===== src/rtl/wa_pkg.sv =====
package wa_pkg;

    // Outcome of one allocation decision.
    typedef enum logic {
        ALLOC_FILL  = 1'b0,
        ALLOC_EVICT = 1'b1
    } alloc_kind_e;

    // Width of an index that addresses n items, never below one bit.
    function automatic int unsigned idx_width(input int unsigned n);
        return (n > 1) ? $clog2(n) : 1;
    endfunction

endpackage


===== src/rtl/wa_free_finder.sv =====
module wa_free_finder #(
    parameter int unsigned NUM_WAYS = 4,
    parameter int unsigned WAY_W    = 2
) (
    input  logic [NUM_WAYS-1:0] valid_i,
    output logic                any_free_o,
    output logic [WAY_W-1:0]    free_idx_o
);

    // all_below[i] is set when every way under i is valid.
    logic [NUM_WAYS:0]   all_below;
    logic [NUM_WAYS-1:0] first_free;

    assign all_below[0] = 1'b1;

    for (genvar g = 0; g < NUM_WAYS; g++) begin : g_chain
        assign all_below[g+1] = all_below[g] & valid_i[g];
        assign first_free[g]  = all_below[g] & ~valid_i[g];
    end

    assign any_free_o = ~all_below[NUM_WAYS];

    // One-hot to binary encode of the first free way.
    always_comb begin
        free_idx_o = '0;
        for (int i = 0; i < NUM_WAYS; i++) begin
            if (first_free[i]) begin
                free_idx_o = free_idx_o | WAY_W'(i);
            end
        end
    end

endmodule


===== src/rtl/wa_rr_bank.sv =====
module wa_rr_bank #(
    parameter int unsigned NUM_SETS = 16,
    parameter int unsigned NUM_WAYS = 4,
    parameter int unsigned SET_W    = 4,
    parameter int unsigned WAY_W    = 2
) (
    input  logic             clk,
    input  logic             rst_n,
    input  logic [SET_W-1:0] rd_set_i,
    output logic [WAY_W-1:0] rd_ptr_o,
    input  logic             adv_i,
    input  logic [SET_W-1:0] adv_set_i
);

    localparam logic [WAY_W-1:0] LAST_WAY = WAY_W'(NUM_WAYS - 1);

    typedef struct packed {
        logic [NUM_SETS-1:0][WAY_W-1:0] ptr;
    } bank_state_t;

    bank_state_t state_d, state_q;

    always_comb begin
        state_d = state_q;
        for (int s = 0; s < NUM_SETS; s++) begin
            if (adv_i && (adv_set_i == SET_W'(s))) begin
                if (state_q.ptr[s] == LAST_WAY) begin
                    state_d.ptr[s] = '0;
                end else begin
                    state_d.ptr[s] = state_q.ptr[s] + WAY_W'(1);
                end
            end
        end
    end

    always_ff @(posedge clk or negedge rst_n) begin
        if (!rst_n) begin
            state_q <= '0;
        end else begin
            state_q <= state_d;
        end
    end

    always_comb begin
        rd_ptr_o = '0;
        for (int s = 0; s < NUM_SETS; s++) begin
            if (rd_set_i == SET_W'(s)) begin
                rd_ptr_o = state_q.ptr[s];
            end
        end
    end

endmodule


===== src/rtl/way_alloc_rr.sv =====
module way_alloc_rr #(
    parameter int unsigned NUM_SETS = 16,
    parameter int unsigned NUM_WAYS = 4,
    localparam int unsigned SET_W   = wa_pkg::idx_width(NUM_SETS),
    localparam int unsigned WAY_W   = wa_pkg::idx_width(NUM_WAYS)
) (
    input  logic                clk,
    input  logic                rst_n,
    input  logic [SET_W-1:0]    set_idx_i,
    input  logic [NUM_WAYS-1:0] way_valid_i,
    input  logic                commit_i,
    output logic [WAY_W-1:0]    way_sel_o,
    output logic                evict_o
);

    import wa_pkg::*;

    logic             any_free;
    logic [WAY_W-1:0] free_idx;
    logic [WAY_W-1:0] victim_idx;
    alloc_kind_e      kind;

    wa_free_finder #(
        .NUM_WAYS (NUM_WAYS),
        .WAY_W    (WAY_W)
    ) u_free (
        .valid_i    (way_valid_i),
        .any_free_o (any_free),
        .free_idx_o (free_idx)
    );

    wa_rr_bank #(
        .NUM_SETS (NUM_SETS),
        .NUM_WAYS (NUM_WAYS),
        .SET_W    (SET_W),
        .WAY_W    (WAY_W)
    ) u_bank (
        .clk       (clk),
        .rst_n     (rst_n),
        .rd_set_i  (set_idx_i),
        .rd_ptr_o  (victim_idx),
        .adv_i     (commit_i && (kind == ALLOC_EVICT)),
        .adv_set_i (set_idx_i)
    );

    always_comb begin
        kind      = any_free ? ALLOC_FILL : ALLOC_EVICT;
        way_sel_o = any_free ? free_idx : victim_idx;
        evict_o   = (kind == ALLOC_EVICT);
    end

endmodule


===== config.mk =====
export PLATFORM = sky130hd
export DESIGN_NAME = way_alloc_rr
export DESIGN_NICKNAME = d
export VERILOG_FILES = /design/src/rtl/wa_pkg.sv /design/src/rtl/wa_free_finder.sv /design/src/rtl/wa_rr_bank.sv /design/src/rtl/way_alloc_rr.sv
export SDC_FILE = /design/constraint.sdc
export NUM_CORES = 1
export LEC_CHECK = 0
export ABC_AREA = 1
export BUFFER_PORTS_ARGS = -buffer_cell sky130_fd_sc_hd__buf_2
export CORE_ASPECT_RATIO = 0.7
export CORE_MARGIN = 2
export CORE_UTILIZATION = 60
export CTS_CLUSTER_DIAMETER = 50
export DETAILED_ROUTE_END_ITERATION = 6
export GPL_ROUTABILITY_DRIVEN = 1
export PLACE_DENSITY = 0.77
export REMOVE_ABC_BUFFERS = 1
export SYNTH_ARGS = -nofsm -noshare
export SYNTH_HDL_FRONTEND = slang
export SYNTH_HIERARCHICAL = 1
export SYNTH_SLANG_ARGS = --single-unit

===== constraint.sdc =====
create_clock -name clk -period 1.7 [get_ports clk]
set_input_delay 0.17 -clock clk [delete_from_list [all_inputs] [get_ports clk]]
set_output_delay 0.17 -clock clk [all_outputs]
set_load 0.02 [all_outputs]

Word level (Yosys, flattened, before mapping)
Index checks and enable logic that the tools add are counted.
- register bits: 32
- bits of input ports: 11
- output and inout bits: 3
- logic and storage cells: 127
- add/sub/neg operators: 16
- equality and inequality tests: 31
- muxes and demuxes: 37
- bitwise gates (word level): 9
- reductions and logical operators: 18
- operators by type and width (operator ; count):
    2-to-1 mux 2 bit ; 35
    adder 2 x 1 -> 2 bit, second input constant ; 16
    equality test 2 bit, second input constant ; 16
    equality test 4 bit, second input constant ; 8
    logical AND 1 bit ; 17
    equality test 4 x 3 -> 1 bit, second input constant ; 4
    equality test 4 x 2 -> 1 bit, second input constant ; 2
    AND 1 bit ; 6
    equality test 4 x 1 -> 1 bit, second input constant ; 1
    logical NOT 4 bit ; 1
    inverter 1 bit ; 3
    2-to-1 mux 1 bit ; 2

Logic depth before layout (Yosys ltp)
Gate-level depths: netlist of run 1.
- depth after elaboration: 18
- mapped depth: 14

Hierarchy
The synthesis of run 1 kept the hierarchy.
- by module, submodules not included (module ; times used ; cells each ; area an instance (um^2) ; sequential area each (um^2)):
    wa_rr_bank ; 1 ; 227 ; 1893.1 ; 800.8
    way_alloc_rr ; 1 ; 9 ; 33.8 ; 0.0
    wa_free_finder ; 1 ; 7 ; 31.3 ; 0.0

Least setup slack after synthesis of run 1
Ideal clock, no wire load.
- path kind: reg2out
- start point: reg u_bank/state_q[1] (netlist bit)
- end point: out way_sel_o[1]
- arrival time: 1185 ps
- required time: 1530 ps
- setup slack: 345 ps
- cell stages (with the launch flop): 13
- path through: dfrtp_1 nand3_1 nand2_1 nor2_1 nand3_1 nand2_1 nand4_1 nand2_1 nand4_1 nor2_1 nand3_1 nand2_1 nand2_1
- word-level cells in the longest chain between the ends: 17
- RTL lines (item ; RTL line ; RTL):
    start: declaration ; wa_rr_bank.sv:21 ; bank_state_t state_d, state_q;
    start signal: assignment ; wa_rr_bank.sv:40 ; state_q <= state_d;
    2-to-1 mux 2 bit (16 in series) ; wa_rr_bank.sv:47 ; if (rd_set_i == SET_W'(s)) begin
    net victim_idx[1] ; way_alloc_rr.sv:20 ; logic [WAY_W-1:0] victim_idx;
    2-to-1 mux 2 bit ; way_alloc_rr.sv:48 ; way_sel_o = any_free ? free_idx : victim_idx;
    end: declaration ; way_alloc_rr.sv:12 ; output logic [WAY_W-1:0] way_sel_o,
The timed path passes the listed nets, and every way through them passes these cells.

Worst setup path in the final report of run 1
Ends and elaborated chain as after synthesis.

==> results of run 1 <==
-- power breakdown --
part / switching, mW / leakage, nW / internal [mW]
combinational: 0.123 / 0.684 / 0.0839
clock: 0.271 / 0.0510 / 0.322
sequential: 0.0431 / 0.405 / 0.807
-- per-stage QoR --
step	cells	hold WS, ns	setup slack [ns]	setup TNS, ns
after floorplan	243	-0.126	0.345	0
after global placement	299	0.261	0.0381	0
after detailed placement	299	0.262	0.0368	0
after CTS	309	0.436	-0.178	-0.354
after global routing	309	0.502	-0.350	-0.650
final	309	0.446	-0.187	-0.337
-- worst max-delay path by stage --
| stage | startpoint | end |
|---|---|---|
| after floorplan | u_bank/state_q[1]$_DFFE_PN0P_ | way_sel_o[1] |
| after global placement | set_idx_i[2] | way_sel_o[0] |
| after detailed placement | set_idx_i[0] | way_sel_o[0] |
| after CTS | u_bank/state_q[2]$_DFFE_PN0P_ | way_sel_o[0] |
| after global routing | u_bank/state_q[1]$_DFFE_PN0P_ | way_sel_o[1] |
| final | u_bank/state_q[1]$_DFFE_PN0P_ | way_sel_o[1] |
-- cell families after synthesis --
| kind of cell | synth area share |
|---|---|
| AOI/OAI and AO/OA | 0.119 |
| adders and majority gates | 0.102 |
| buffers and inverters | 0.0518 |
| DFF | 0.409 |
| muxes | 0.0690 |
| and+or+nand+nor | 0.249 |
-- area by class of cell --
| type | count | area [um^2] | share of cell area |
|---|---|---|---|
| sequential | 32 | 801 | 0.360 |
| multi-input combinational | 184 | 1060 | 0.475 |
| timing repair buffer | 20 | 126 | 0.0568 |
| clock buffer | 6 | 82.6 | 0.0371 |
| clock inverter | 2 | 10.0 | 0.00450 |
| inverter | 27 | 101 | 0.0456 |
| tap | 38 | 47.5 | 0.0214 |
-- critical path: stages, from the launching register on --
cell and delay, ns:
dfrtp_1 0.40, nand3_1 0.09, nand2_1 0.05, nor2_1 0.08, nand3_1 0.07, nand2_1 0.08
nand4_1 0.08, nand2_1 0.07, nand4_1 0.07, nor2_1 0.11, nand3_1 0.07, nand2_1 0.07
nand2_1 0.05, buf_6 0.13
-- routing by layer --
metal,vias up,wire length (um),GRT usage
li1,861,-,-
met1,747,2090,0.349
met2,52,1600,0.327
met3,8,250,0.0581
met4,0,66,0.110
met5,-,0,0
-- Yosys cell counts (all sizes together) --
cell type and count:
a21oi 7, dfrtp 32, ha 16, inv 27, mux2 12, nand2 51
nand3 10, nand4 5, nor2 44, nor3 5, o21a 12, o21ai 21
or2 1
-- repair_timing --
action | in CTS | in global routing
hold buffers | 1 | 0
gates resized for setup | 2 | 0
setup endpoints to repair | 2 | 2
pin swaps | 0 | 1
buffers inserted | 1 | 0
endpoints found under the hold margin | 32 | 0
==> results.cfg, run 1 <==
[global_routing]
grt_pass1_vias = 1415
grtUsageTotal = 0.238
grt_pass1_wl_um = 6560
antenna_found_initial = 0
overflow = 0
grt_max_degree = 33

[cts]
cts-root-buf = clkbuf_8
cts_tree = built
insertion_delay_ns = 0.28
clock_path_buffers = 2
clk_pin_slew_ns = 0.06
htree_levels = 2
cts_buffers = 5
cts_sinks = 32

[worst_setup_path]
r2r_cells = 2
crit-reg2reg-launch = u_bank/state_q[24]$_DFFE_PN0P_
endpoint_kind = output pin
crit_arrival_ns = 1.72
cp-start-kind = flop
r2r_end = u_bank/state_q[25]$_DFFE_PN0P_
reg2reg_setup_slack_ns = 0.60
crit_required_ns = 1.53
crit_fanout = 3
crit_type = reg -> out

[run_status]
status = finished, violations left
violations = negative setup slack

[logic_synthesis]
synthTopCellsByArea = dfrtp_1 41%, ha_1 10%, nand2_1 9.4%
netlist.area_leader.share = 0.409
ys_types = 17
ys_ff_latch = 32
synth_area_um2 = 1960
avgSynthCellArea_um2 = 8.06
synth_top_cell_by_area = dfrtp_1
postSynthCellCount = 243
ys_seq_area_frac = 0.409
yosysWarningCount = 6

[run]
max_cap_violations = 0

[power]
ir_drop_v = 0.000444
leakage_nw = 1.14
power_density_nw_per_um2 = 742
finalPower_mw = 1.65

[finish]
largest_reg_flops = 32
num_antenna_cells = 0
final_area_um2 = 2220
top_register = u_bank/state_q
syn_to_final_growth_pct = 13.6
reg_top3 = u_bank/state_q: 32 flops
utilization = 0.711
drive_gt1_frac = 0.188
final_cell_mix = 49 x nand2_1, 39 x nor2_1, 32 x dfrtp_1, 23 x inv_1, 21 x o21ai_0
nFillCells = 256
fin_nets = 297
final_common_cell = nand2_1

[route]
drtAntennaViolNets = 0
routed-via-count = 1668
drt_iter0_drc = 113
drc = 0
wl_per_cell_um = 13.0
drtPass1Iterations = 4
vias_per_cell = 5.40
drt_wl_total_um = 4010

[floorplan]
die_area_um2 = 3740
core_region_area_um2 = 3130
die_x_um = 72.3
io_pins = 14
start_util = 0.626
rows = 17
die_y_um = 51.8

[sta]
rsz0062_at_grt = true
skew_ns = 0.00385
worst-slew-pin-transition_ns = 0.697
setup_viol = 2
fin_ws_ns = -0.187
slew_headroom = 0.535
fmax_ghz = 0.530
slew_viol_final = 0
fin_crit_sh = 1.11
hold_viol_final = 0
period_minus_slack_ns = 1.89

[place]
port_buffers = 13
dpl_cell_area_um2 = 2110
hpwl_um = 3030
place.gp.congestion = 0.911

[hold_path]
hp-class = in -> reg
min_from = set_idx_i[2]
holdPathEnd = u_bank/state_q[27]$_DFFE_PN0P_
worstHoldPathCells = 5
Note: power is estimated with default switching activity, not from simulation.
==> run 2: changes to the inputs <==
Settings changed: ABC_AREA 1 to default, CAP_MARGIN from default to 10.
Clock period 1.7 ns to 1.8 ns, I/O delays scaled along.
==> run 2 against run 1 <==
  * The flow still finishes with violations (negative setup slack)
  * Hold slack got worse by 0.031 ns
  * Worst setup slack got worse by 0.11 ns
  * Critical path depth fell by 7
  * Clock power rose by 27%
  * Non-clock buffer count rose by 18
  * Count of clock-buffer cells in the layout rose by 1
  * Global-route usage rose by 1.5 points
  * Routed wire length rose by 8.5%
  * Sequential share of layout area fell by 2.9 points
  * Critical path type unchanged
==> results.cfg, run 2 <==
[logic_synthesis]
ys_seq_area_frac = 0.398
netlist.area_leader.share = 0.398
postSynthCellCount = 188
synth_area_um2 = 2010
synthTopCellsByArea = dfrtp_1 40%, mux2_2 15%, ha_1 9.9%
ys_ff_latch = 32
ys.flop_type = dfrtp_1
synth_common_cells = 32 x dfrtp_1, 26 x mux2_2, 24 x nor2_1, 16 x ha_1, 9 x o21ai_0
async_flop_share = 1.00
synth_top_cell_by_area = dfrtp_1
synth.most_common_cell = dfrtp_1
yosysWarningCount = 6
synth_edf_count = 0
ys_types = 38
avgSynthCellArea_um2 = 10.7

[power]
p_switching_mw = 0.417
p_comb_frac = 0.136
internal_power_mw = 1.36
p_sw_frac = 0.235
power_frac_clock = 0.422
ir_drop_v = 0.000662
p_seq_frac = 0.441
leakage_nw = 1.29
finalPower_mw = 1.78
power_density_nw_per_um2 = 737

[cts]
htree_levels = 2
cts_tree = built
cts_sinks = 32
cts_buffers = 5
clock_path_buffers = 2
cts-root-buf = clkbuf_8
insertion_delay_ns = 0.28
clk_pin_slew_ns = 0.07

[finish]
fin_nets = 253
num_antenna_cells = 0
final_common_cell = dfrtp_1
final_area_um2 = 2420
nFillCells = 209
largest_reg_flops = 32
final_cell_mix = 32 x dfrtp_1, 26 x mux2_2, 24 x buf_4, 24 x nor2_1, 16 x ha_1
syn_to_final_growth_pct = 20.0
reg_top3 = u_bank/state_q: 32 flops
layout.cells.non_filler = 265
top_register = u_bank/state_q
drive_gt1_frac = 0.335

[global_routing]
grt_max_degree = 33
overflow = 0
grtUsageTotal = 0.253
antenna_found_initial = 0
grt_pass1_wl_um = 7160
grt_pass1_vias = 1508

[route]
top_layer = met4
drt_wl_total_um = 4360
drc = 0
wl_met1_um = 2000
drtPass1Iterations = 4
drtAntennaViolNets = 0
wl_per_cell_um = 16.4
routed-via-count = 1555
drt_iter0_drc = 99
met2_wirelength_um = 2090
vias_per_cell = 5.87
wl_met3_um = 189

[floorplan]
die_x_um = 73.2
die_y_um = 52.5
rows = 17
die_area_um2 = 3840
core_region_area_um2 = 3170
start_util = 0.635
io_pins = 14

[sta]
fin_crit_sh = 1.16
period_minus_slack_ns = 2.10
rsz0062_at_grt = true
worst-slew-pin-transition_ns = 0.698
setup_tns_ns = -0.590
setup_viol = 2
fin_ws_ns = -0.297
fmax_ghz = 0.477
slew_viol_final = 0
hold_viol_final = 0
skew_ns = 0.00360
slew_headroom = 0.535
fin_hold_ws_ns = 0.416

[worst_setup_path]
r2r_cells = 4
endpoint_kind = output pin
crit_required_ns = 1.62
crit-reg2reg-launch = u_bank/state_q[22]$_DFFE_PN0P_
r2r_end = u_bank/state_q[23]$_DFFE_PN0P_
cp-start-kind = flop
reg2reg_setup_slack_ns = 0.49
crit_fanout = 2
crit_type = reg -> out
crit_arrival_ns = 1.92

[hold_path]
holdPathEnd = u_bank/state_q[8]$_DFFE_PN0P_
hp-class = in -> reg
worstHoldPathCells = 3
min_from = set_idx_i[2]

[place]
hpwl_um = 3130
dpl_cell_area_um2 = 2250
place.gp.congestion = 0.840
dpl.cell_count = 255
port_buffers = 13

[run_status]
status = finished, violations left
violations = negative setup slack

[run]
max_cap_violations = 0
[run 2: critical path, cell delays in order, from the launching register on]
cell and delay [ns]:
dfrtp_1 0.42, mux4_2 0.47, nor2b_1 0.14, nor3_1 0.12
o21ai_1 0.08, mux2_2 0.27, buf_6 0.13
[run 2: through the flow]
stage	utilization	setup slack, ns
finish	0.762	-0.297
global route	0.762	-0.378
CTS	0.759	-0.309
detailed placement	0.710	-0.0459
global placement	0.710	-0.0487
floorplan	-	0.119
[run 2: per-layer routing]
metal | global-route usage | vias to the layer above
met4 | 0.0864 | 0
met1 | 0.333 | 743
met3 | 0.0558 | 11
li1 | - | 760
met5 | 0 | -
met2 | 0.414 | 41
[run 2: cells by family (layout without fill, tap and decap cells)]
family | after synthesis | in the layout | share of synthesized area
and+or+nand+nor | 63 | 63 | 0.157
muxes | 38 | 38 | 0.223
DFF | 32 | 32 | 0.398
AOI/OAI and AO/OA | 28 | 28 | 0.0907
adders and majority gates | 16 | 16 | 0.0994
buffers and inverters | 11 | 50 | 0.0317
[run 2: repair_timing]
action                     CTS  global route
hold buffers                 1             0
setup endpoints to repair    2             2
gates resized for setup      5             2
hold endpoints to repair    32             0
setup buffers                1             0
pin swaps                    4             3
[run 2: layout make-up]
class | count | area, um^2 | area share
sequential | 32 | 801 | 0.331
tap | 38 | 47.5 | 0.0197
timing repair buffer | 38 | 268 | 0.111
clock buffer | 7 | 96.3 | 0.0399
multi-input combinational | 145 | 1160 | 0.480
clock inverter | 1 | 30.0 | 0.0124
inverter | 4 | 15.0 | 0.00621
[run 2: power by group through the flow]
| stage | Combinational, mW | Sequential (mW) | Clock [mW] |
|---|---|---|---|
| finish | 0.243 | 0.786 | 0.752 |
| global route | 0.271 | 0.789 | 0.791 |
| CTS | 0.236 | 0.783 | 0.760 |
| detailed placement | 0.225 | 0.796 | 0 |
| global placement | 0.214 | 0.794 | 0 |
| floorplan | 0.107 | 0.791 | 0 |
[run 2: how the worst max path moves through the flow]
| stage | start | endpoint | slack (ns) | depth (start not counted) |
|---|---|---|---|---|
| 2_1_floorplan | u_bank/state_q[26]$_DFFE_PN0P_ | way_sel_o[0] | 0.12 | 5 |
| 3_3_place_gp | u_bank/state_q[11]$_DFFE_PN0P_ | way_sel_o[1] | -0.05 | 6 |
| 3_5_place_dp | u_bank/state_q[11]$_DFFE_PN0P_ | way_sel_o[1] | -0.05 | 6 |
| 4_1_cts | u_bank/state_q[11]$_DFFE_PN0P_ | way_sel_o[1] | -0.31 | 6 |
| 5_1_grt | u_bank/state_q[11]$_DFFE_PN0P_ | way_sel_o[1] | -0.38 | 6 |
| 6_report | u_bank/state_q[11]$_DFFE_PN0P_ | way_sel_o[1] | -0.30 | 6 |
==> run 3: changes to the inputs <==
--- a/config.mk
+++ b/config.mk
@@ -8,3 +8,3 @@
 export BUFFER_PORTS_ARGS = -buffer_cell sky130_fd_sc_hd__buf_2
-export CAP_MARGIN = 10
+export CAP_MARGIN = 15
 export CORE_ASPECT_RATIO = 0.7
@@ -19,3 +19,2 @@
 export SYNTH_HDL_FRONTEND = slang
-export SYNTH_HIERARCHICAL = 1
 export SYNTH_SLANG_ARGS = --single-unit
==> constraint.sdc (replaced) <==
create_clock -name clk -period 1.8 [get_ports clk]
set_input_delay 0.09 -clock clk [delete_from_list [all_inputs] [get_ports clk]]
set_output_delay 0.09 -clock clk [all_outputs]
set_load 0.02 [all_outputs]
==> run 3 against run 2 <==
  * The run now ends clean
  * Total power decreased by 6.1%
  * First-iteration DRC count increased by 65%
  * Critical path depth unchanged
  * Register-to-register slack got worse by 0.13 ns
  * Cell count decreased by 1.9%
  * Count of clock-buffer cells in the layout decreased by 1
  * Die area increased by 1.1%
  * Non-clock buffer count decreased by 13
  * Maximum frequency increased by 17%
  * Clock power decreased by 12%
  * Combinational power decreased by 8.2%
  * Critical path type unchanged
  * Largest power group unchanged
==> results.cfg, run 3 <==
[logic_synthesis]
avgSynthCellArea_um2 = 10.3
ys_types = 35
synth.most_common_cell = dfrtp_1
ys.flop_type = dfrtp_1
synth_common_cells = 32 x dfrtp_1, 23 x nor2_1, 21 x nand2_1, 18 x mux2_2, 17 x mux2_1
ys_seq_area_frac = 0.393
postSynthCellCount = 197
synth_area_um2 = 2040
ys_ff_latch = 32
synthTopCellsByArea = dfrtp_1 39%, mux2_2 10%, ha_1 9.8%
synth_top_cell_by_area = dfrtp_1
yosysWarningCount = 0
async_flop_share = 1.00
synth_edf_count = 0
netlist.area_leader.share = 0.393

[cts]
cts-root-buf = clkbuf_8
clock_path_buffers = 2
clk_pin_slew_ns = 0.07
cts_sinks = 32
htree_levels = 2
cts_tree = built
cts_buffers = 5
insertion_delay_ns = 0.28

[power]
p_switching_mw = 0.416
finalPower_mw = 1.67
power_frac_clock = 0.396
leakage_nw = 1.20
p_comb_frac = 0.133
power_density_nw_per_um2 = 709
p_seq_frac = 0.470
p_sw_frac = 0.249
ir_drop_v = 0.000525
internal_power_mw = 1.25

[finish]
final_common_cell = dfrtp_1
final_cell_mix = 32 x dfrtp_1, 23 x nor2_1, 21 x nand2_1, 17 x mux2_2, 17 x mux2_1
syn_to_final_growth_pct = 15.7
reg_top3 = u_bank.state_q: 32 flops
nFillCells = 219
num_antenna_cells = 0
top_register = u_bank.state_q
drive_gt1_frac = 0.275
fin_nets = 248
final_area_um2 = 2360
largest_reg_flops = 32

[floorplan]
die_y_um = 52.8
die_area_um2 = 3880
die_x_um = 73.6
io_pins = 14
rows = 17
start_util = 0.638
core_region_area_um2 = 3190

[route]
wl_per_cell_um = 17.5
drt_iter0_drc = 163
vias_per_cell = 6.32
routed-via-count = 1643
drc = 0
drtPass1Iterations = 4
drt_wl_total_um = 4550
drtAntennaViolNets = 0

[sta]
slew_viol_final = 0
skew_ns = 0.00429
worst-slew-pin-transition_ns = 0.718
fin_hold_ws_ns = 0.298
fin_crit_sh = 0.994
hold_viol_final = 0
setup_viol = 0
fmax_ghz = 0.559
period_minus_slack_ns = 1.79
setup_tns_ns = 0
slew_headroom = 0.521
rsz0062_at_grt = true

[hold_path]
min_from = set_idx_i[0]
hp-class = in -> reg
holdPathEnd = u_bank.state_q[7]$_DFFE_PN0P_
worstHoldPathCells = 3

[run_status]
status = complete, no violations

[global_routing]
grt_pass1_wl_um = 7580
grt_max_degree = 33
antenna_found_initial = 0
overflow = 0
grt_pass1_vias = 1685
grtUsageTotal = 0.265

[place]
place.gp.congestion = 0.942
dpl_cell_area_um2 = 2150
hpwl_um = 3200
port_buffers = 13

[run]
max_cap_violations = 0

[worst_setup_path]
crit_arrival_ns = 1.70
crit_fanout = 2
reg2reg_setup_slack_ns = 0.36
crit_required_ns = 1.71
r2r_cells = 5
crit-reg2reg-launch = u_bank.state_q[19]$_DFFE_PN0P_
r2r_end = u_bank.state_q[19]$_DFFE_PN0P_
cp-start-kind = flop
endpoint_kind = output pin
crit_type = reg -> out
## run 3: area by class of cell
type | count | area, um^2 | area share
clock inverter | 2 | 35.0 | 0.0149
tap | 38 | 47.5 | 0.0202
multi-input combinational | 150 | 1210 | 0.512
timing repair buffer | 25 | 166 | 0.0706
sequential | 32 | 801 | 0.340
inverter | 7 | 26.3 | 0.0112
clock buffer | 6 | 72.6 | 0.0308
## run 3: repair_timing
item                                    in CTS  in global routing
gates resized for setup                      2                  7
buffers inserted                             3                  4
hold buffers                                 1                  0
hold endpoints to repair                    32                  0
pin swaps                                    2                  5
gates cloned                                 0                  0
endpoints found under the setup margin       1                  2
## run 3: layer usage
| layer | GRT usage | routed length [um] | vias up |
|---|---|---|---|
| met4 | 0.109 | 175 | 0 |
| met1 | 0.322 | 1860 | 779 |
| met2 | 0.446 | 2170 | 86 |
| met5 | 0 | 0 | - |
| met3 | 0.0731 | 341 | 23 |
| li1 | - | - | 755 |
## run 3: how the worst max path moves through the flow
stage	start	end	slack, ns
6_report	u_bank.state_q[17]$_DFFE_PN0P_	way_sel_o[1]	0.01
5_1_grt	u_bank.state_q[19]$_DFFE_PN0P_	way_sel_o[1]	-0.02
4_1_cts	u_bank.state_q[19]$_DFFE_PN0P_	way_sel_o[1]	0.004
3_5_place_dp	set_idx_i[0]	way_sel_o[1]	0.17
3_3_place_gp	set_idx_i[0]	way_sel_o[1]	0.24
2_1_floorplan	u_bank.state_q[9]$_DFFE_PN0P_	way_sel_o[1]	0.44
## run 3: metrics by stage
stage	worst slack, ns	utilization	cells
CTS	0.00414	0.720	257
finish	0.0110	0.738	260
global route	-0.0179	0.738	260
global placement	0.236	0.673	245
floorplan	0.439	-	189
detailed placement	0.169	0.673	245
## run 3: kinds of logic (layout without fill, tap and decap cells)
logic type	Yosys count	after routing	synth area share
AND/OR/NAND/NOR	66	66	0.169
multiplexers	39	39	0.213
flip-flops	32	32	0.393
AO/OA/AOI/OAI	29	29	0.0946
adder cells (fa/ha/maj)	16	16	0.0983
buffers and inverters	15	40	0.0319
## run 3: power by group through the flow
stage / registers [mW] / clock network, mW / logic [mW]
after detailed placement: 0.799 / 0 / 0.203
after floorplan: 0.789 / 0 / 0.111
after CTS: 0.785 / 0.679 / 0.209
final: 0.786 / 0.662 / 0.223
after global routing: 0.789 / 0.717 / 0.251
after global placement: 0.795 / 0 / 0.189
## run 3: critical path, stage by stage, from the launching register on
cell      delay (ns)
dfrtp_1         0.40
mux2_4          0.30
o221ai_4        0.18
o221ai_2        0.13
nor2_1          0.14
o22ai_1         0.10
buf_4           0.16
